--- src/rtl/synth_i2c_regs.sv ---
module synth_i2c_regs #(
  parameter int SYNC_STAGES = 2,
  parameter logic [4:0] DEV_ID = 5'b11000
) (
  input  logic        clk,
  input  logic        rst_n,
  input  logic        scl_in,
  input  logic        sda_in,
  output logic        sda_oe,
  input  logic [1:0]  strap,
  input  logic        lock_in,
  input  logic [2:0]  level_code,
  input  logic        por_evt,
  output logic [14:0] div_word,
  output logic        ctl_cp,
  output logic [2:0]  ctl_test,
  output logic        ctl_rs_a,
  output logic        ctl_rs_b,
  output logic        ctl_os,
  output logic [3:0]  band
);

  typedef enum logic [2:0] {IDLE, ADDR, AACK, WDATA, WACK, RDATA, RACK} st_t;

  logic [SYNC_STAGES-1:0] scl_pipe, sda_pipe;
  logic scl_d, sda_d;
  st_t  st;
  logic [3:0] cnt;
  logic [7:0] sh, tx;
  logic [1:0] wsub;
  logic [6:0] hi_q, ctl_q;
  logic [14:0] div_q;
  logic [3:0] band_q;
  logic por, mack, oe;

  wire scl_s = scl_pipe[SYNC_STAGES-1];
  wire sda_s = sda_pipe[SYNC_STAGES-1];
  wire scl_rise  = scl_s & ~scl_d;
  wire scl_fall  = ~scl_s & scl_d;
  wire start_evt = scl_s & scl_d & sda_d & ~sda_s;
  wire stop_evt  = scl_s & scl_d & ~sda_d & sda_s;
  wire [7:0] status = {por, lock_in, 3'b111, level_code};
  wire addr_hit = (sh[7:1] == {DEV_ID, strap});

  always_ff @(posedge clk or negedge rst_n) begin
    if (!rst_n) begin
      scl_pipe <= '1;
      sda_pipe <= '1;
      scl_d    <= 1'b1;
      sda_d    <= 1'b1;
    end else begin
      scl_pipe <= {scl_pipe[SYNC_STAGES-2:0], scl_in};
      sda_pipe <= {sda_pipe[SYNC_STAGES-2:0], sda_in};
      scl_d    <= scl_s;
      sda_d    <= sda_s;
    end
  end

  always_ff @(posedge clk or negedge rst_n) begin
    if (!rst_n) begin
      st     <= IDLE;
      cnt    <= '0;
      sh     <= '0;
      tx     <= '0;
      wsub   <= '0;
      hi_q   <= '0;
      ctl_q  <= 7'b0_001_110;
      div_q  <= '0;
      band_q <= '0;
      por    <= 1'b1;
      mack   <= 1'b0;
      oe     <= 1'b0;
    end else begin
      if (start_evt) begin
        st   <= ADDR;
        cnt  <= '0;
        oe   <= 1'b0;
        wsub <= '0;
      end else if (stop_evt) begin
        st   <= IDLE;
        oe   <= 1'b0;
        wsub <= '0;
      end else begin
        case (st)
          ADDR: begin
            if (scl_rise) begin
              sh  <= {sh[6:0], sda_s};
              cnt <= cnt + 4'd1;
            end else if (scl_fall && cnt == 4'd8) begin
              if (addr_hit) begin
                oe <= 1'b1;
                st <= AACK;
              end else begin
                st <= IDLE;
              end
            end
          end
          AACK: begin
            if (scl_fall) begin
              cnt <= '0;
              if (sh[0]) begin
                tx <= status;
                oe <= ~status[7];
                st <= RDATA;
              end else begin
                oe <= 1'b0;
                st <= WDATA;
              end
            end
          end
          WDATA: begin
            if (scl_rise) begin
              sh  <= {sh[6:0], sda_s};
              cnt <= cnt + 4'd1;
            end else if (scl_fall && cnt == 4'd8) begin
              oe <= 1'b1;
              st <= WACK;
              if (wsub == 2'd1) begin
                div_q <= {hi_q, sh};
                wsub  <= 2'd0;
              end else if (wsub == 2'd2) begin
                band_q <= sh[3:0];
                wsub   <= 2'd0;
              end else if (!sh[7]) begin
                hi_q <= sh[6:0];
                wsub <= 2'd1;
              end else begin
                ctl_q <= sh[6:0];
                wsub  <= 2'd2;
              end
            end
          end
          WACK: begin
            if (scl_fall) begin
              oe  <= 1'b0;
              cnt <= '0;
              st  <= WDATA;
            end
          end
          RDATA: begin
            if (scl_rise) begin
              cnt <= cnt + 4'd1;
            end else if (scl_fall) begin
              if (cnt == 4'd8) begin
                oe  <= 1'b0;
                por <= 1'b0;
                st  <= RACK;
              end else begin
                oe <= ~tx[6];
                tx <= {tx[6:0], 1'b0};
              end
            end
          end
          RACK: begin
            if (scl_rise) begin
              mack <= ~sda_s;
            end else if (scl_fall) begin
              if (mack) begin
                tx  <= status;
                oe  <= ~status[7];
                cnt <= '0;
                st  <= RDATA;
              end else begin
                st <= IDLE;
              end
            end
          end
          default: ;
        endcase
      end
      if (por_evt) por <= 1'b1;
    end
  end

  assign sda_oe   = oe;
  assign div_word = div_q;
  assign band     = band_q;
  assign ctl_cp   = ctl_q[6];
  assign ctl_test = ctl_q[5:3];
  assign ctl_rs_a = ctl_q[2];
  assign ctl_rs_b = ctl_q[1];
  assign ctl_os   = ctl_q[0];

endmodule

--- config.mk ---
export PLATFORM = sky130hd
export DESIGN_NAME = synth_i2c_regs
export DESIGN_NICKNAME = d
export VERILOG_FILES = /design/src/rtl/synth_i2c_regs.sv
export SDC_FILE = /design/constraint.sdc
export NUM_CORES = 1
export LEC_CHECK = 0
export ABC_AREA = 1
export BUFFER_PORTS_ARGS = -buffer_cell sky130_fd_sc_hd__buf_2
export CORE_MARGIN = 1
export CORE_UTILIZATION = 30
export DETAILED_ROUTE_END_ITERATION = 7
export PLACE_DENSITY = 0.53
export SYNTH_ARGS = -nofsm -noshare
export SYNTH_HDL_FRONTEND = slang
export SYNTH_SLANG_ARGS = --single-unit
--- constraint.sdc ---
create_clock -name clk -period 1.6 [get_ports clk]
set_input_delay 0.16 -clock clk [delete_from_list [all_inputs] [get_ports clk]]
set_output_delay 0.16 -clock clk [all_outputs]
set_load 0.02 [all_outputs]
==> reports/qor.csv <==
stage,metric,value,unit
timing,clk_skew,9.55,ps
timing,maximum clock rate,600,MHz
cts,worst skew pair latency,350,ps
critical_path,CP Launch Type,flip-flop,
timing,Worst Max-Slew Pin Slew,346,ps
power_and_ir_drop,clock network power share,29.2,%
timing,final setup violation count,11,
yosys,Seq cells post-synth,66,
min_path,Hold Path Origin,level_code[0],
placement,"worst slack, placed",-96.1,ps
placement,GP Congestion,0.838,
routing,Total Routed Length,7210,um
global_routing,initial antenna violation count,0,
min_path,worst min path class,in -> reg,
finish,# diodes,0,
power_and_ir_drop,Comb power frac,29.2,%
placement,IO Port Bufs,37,
finish,Area Growth Syn to Fin,34.3,%
yosys,Mapped Area,0.00312,mm2
timing,Slew HR,76.9,%
critical_path,reg-to-reg startpoint,scl_d,
finish,final core occ,42.2,%
status,status,"finished, violations left",
finish,post-route insts no fill,586,
global_routing,first-pass GRT wire length,11800,um
timing,min Tclk post-route,1670,ps
routing,total number of vias,2600,
floorplan,I/O Pins,38,
yosys,cell taking the most area after synthesis,dfrtp_1,
timing,Final Max Slew Viols,0,
yosys,syn_area_per_cell,8.66,um2
cts,maximum clock path buffer count,2,
floorplan,Die Height,104,um
global_routing,number of global-route vias before repair,2422,
global_routing,GRT Total Usage,14.0,%
yosys,sequential area share after synthesis,53.4,%
job,total of max-cap violations,0,
global_routing,remaining global-route overflow,0,
yosys,Synth Area in Compound Gates,10.6,%
cts,Root Driver,clkbuf_8,
floorplan,# rows,36,
timing,RSZ-0062 raised after global routing,true,
cts,H-tree depth,3,
yosys,asr flop ratio synth,100,%
floorplan,Die W,104,um
critical_path,Worst Path Required,1820,ps
cts,CTS tree,done,
timing,period utilization,104,%
timing,final hold violations,0,
power_and_ir_drop,Switch Pwr,1840,uW
floorplan,DIE AREA,0.0108,mm2
power_and_ir_drop,pwr dens,1220,mW/mm2
min_path,Hold EP,tx[0],
floorplan,Initial Utilization,31.5,%
yosys,simple-gate share of the synthesized area,25.2,%
status,violated checks,negative setup slack,
yosys,largest family of logic cells by synthesized area,simple AND/OR/NAND/NOR gates,
finish,Final nets,463,
finish,share of cells above drive strength 1,38.2,%
min_path,Hold Path Stages,3,
routing,Avg WL per Cell,12.3,um
yosys,Mapped Nets,375,
critical_path,reg2reg setup slack,-70,ps
power_and_ir_drop,sw frac,36.0,%
power_and_ir_drop,peak supply drop,0.368,mV
power_and_ir_drop,Reg power frac,41.6,%
yosys,XOR/XNOR share of the synthesized area,0.281,%
yosys,post-synthesis mux area share,3.01,%
critical_path,r2r worst-path depth,7,
routing,Routed Antenna Nets,0,
yosys,number of synthesized flops with an enable pin,0,
critical_path,kind of critical path,reg -> reg,
yosys,Synth area leaders,"dfrtp_1 45%, nand2_1 13%, dfstp_2 8.4%, o21ai_0 5.5%, inv_1 4.1%",
power_and_ir_drop,Power Internal,3270,uW
yosys,synth unique cells,33,
cts,CTS sink cnt,66,
routing,vias per inst,4.44,
critical_path,Worst Setup End Kind,flip-flop,
placement,dpl hpwl,4850,um
yosys,Yosys top cell area share,45.0,%
critical_path,maximum net fanout on the critical path,8,
placement,placed instance count,557,
cts,"Reg clk slew, reported paths",80,ps
power_and_ir_drop,Pleak,0.00217,uW
critical_path,Worst R2R End,band[2],
floorplan,core area,0.00991,mm2
critical_path,WP data arrival,1890,ps
global_routing,largest net degree at the start of global routing,67,
routing,Initial DRC Count,162,
yosys,ys flop type,dfrtp_1,
yosys,adder-cell share of the synthesized area,1.61,%
routing,drt pass-1 iters,5,
yosys,synth warn,0,
routing,# DRC,0,
timing,worst setup margin,-67.8,ps
cts,CTS Buf Count,9,
yosys,Syn Inst Count,360,
per-stage QoR:
step | power, uW | area [um2] | TNS, ps | hold WS [ps]
after global placement | 3410 | 3690 | -405 | 205
after global routing | 5460 | 4190 | -3270 | 38.5
final | 5110 | 4190 | -351 | 54.6
after CTS | 5000 | 3980 | -497 | 2.45
after floorplan | 2900 | 3120 | -349 | -136
after detailed placement | 3430 | 3690 | -1290 | 212
cell families after synthesis:
kind of cell | count (synthesis)
buffers and inverters | 46
adder cells (fa/ha/maj) | 4
XOR/XNOR | 1
multiplexers | 7
flip-flops | 66
AO/OA/AOI/OAI | 60
AND/OR/NAND/NOR | 176
state kept, by name (all words and copies together), names as in the netlist, 2 cells and up:
register,count
ctl_q,7
st,3
cnt,4
tx,7
sh,8
wsub,2
hi_q,7
sda_pipe,2
div_word,15
band,4
scl_pipe,2
placed cells by master (no fill, tap or decap), types with 3 or more instances in the layout:
master	count
o21ai_0	26
inv_6	3
ha_1	3
nand2_1	97
o21ai_1	9
clkbuf_8	9
nor2_1	20
buf_2	37
nand4_1	4
nand3_1	16
dlygate4sd3_1	4
nand2_2	14
o21ai_2	4
or2_2	3
nor2_2	5
mux2_2	3
nand3_4	3
inv_1	29
dfstp_2	10
nand3_2	3
nor2_4	5
buf_4	39
mux2_4	4
a21oi_1	10
dfrtp_1	54
inv_2	10
final cells by class:
class	count	area, um2
clock buffer	9	124
clock inverter	7	82.6
fill	1011	5720
inverter	40	153
multi-input combinational	248	1430
sequential	66	1670
tap	133	166
timing repair buffer	83	561
cell usage after synthesis (3+ instances only):
master	number
or2_2	3
nor2_1	26
a21oi_1	13
dfrtp_1	56
nand3_1	19
ha_1	4
o21ai_0	34
o21ai_1	5
dfstp_2	10
inv_1	34
mux2_2	3
inv_2	6
nand2_1	110
nand3_2	3
mux2_4	4
nand4_1	4
critical path, stage by stage (launching register included):
cell and delay (ps):
dfstp_2 590, nand2_2 80, inv_2 100, nand2_4 100
nor2_8 200, nand3b_1 260, nand2_1 140, o21ai_0 80
per-layer routing:
layer	vias up	share of wire [%]	track usage, %	routed length, um
li1	1333	-	-	-
met1	1201	51	20.1	3650
met2	55	43	19.4	3130
met3	11	4.3	4.51	308
met4	0	1.6	5.20	117
met5	-	0	0	0
worst max-delay path by stage:
| stage | startpoint | end | slack, ps |
|---|---|---|---|
| final | scl_d | band[2] | -70 |
| after global routing | cnt[0] | band[3] | -190 |
| after CTS | cnt[0] | div_word[4] | -40 |
| after detailed placement | st[1] | cnt[3] | -100 |
| after global placement | st[1] | cnt[3] | -60 |
| after floorplan | cnt[0] | div_word[11] | -70 |
power by group through the flow:
stage / Combinational, uW / Clock [uW] / Sequential [uW]
4_1_cts: 1350 / 1540 / 2110
5_1_grt: 1680 / 1620 / 2160
2_1_floorplan: 807 / 0 / 2090
3_3_place_gp: 1280 / 0 / 2130
6_report: 1490 / 1490 / 2120
3_5_place_dp: 1300 / 0 / 2130
timing repair:
| item | 4_1_cts | 5_1_grt |
|---|---|---|
| setup buffers | 2 | 7 |
| endpoints found under the hold margin | 58 | 1 |
| setup endpoints to repair | 52 | 54 |
| pin swaps | 3 | 18 |
| hold buffers | 3 | 1 |
| gates resized for setup | 11 | 47 |
(Power assumes the default switching activity.)
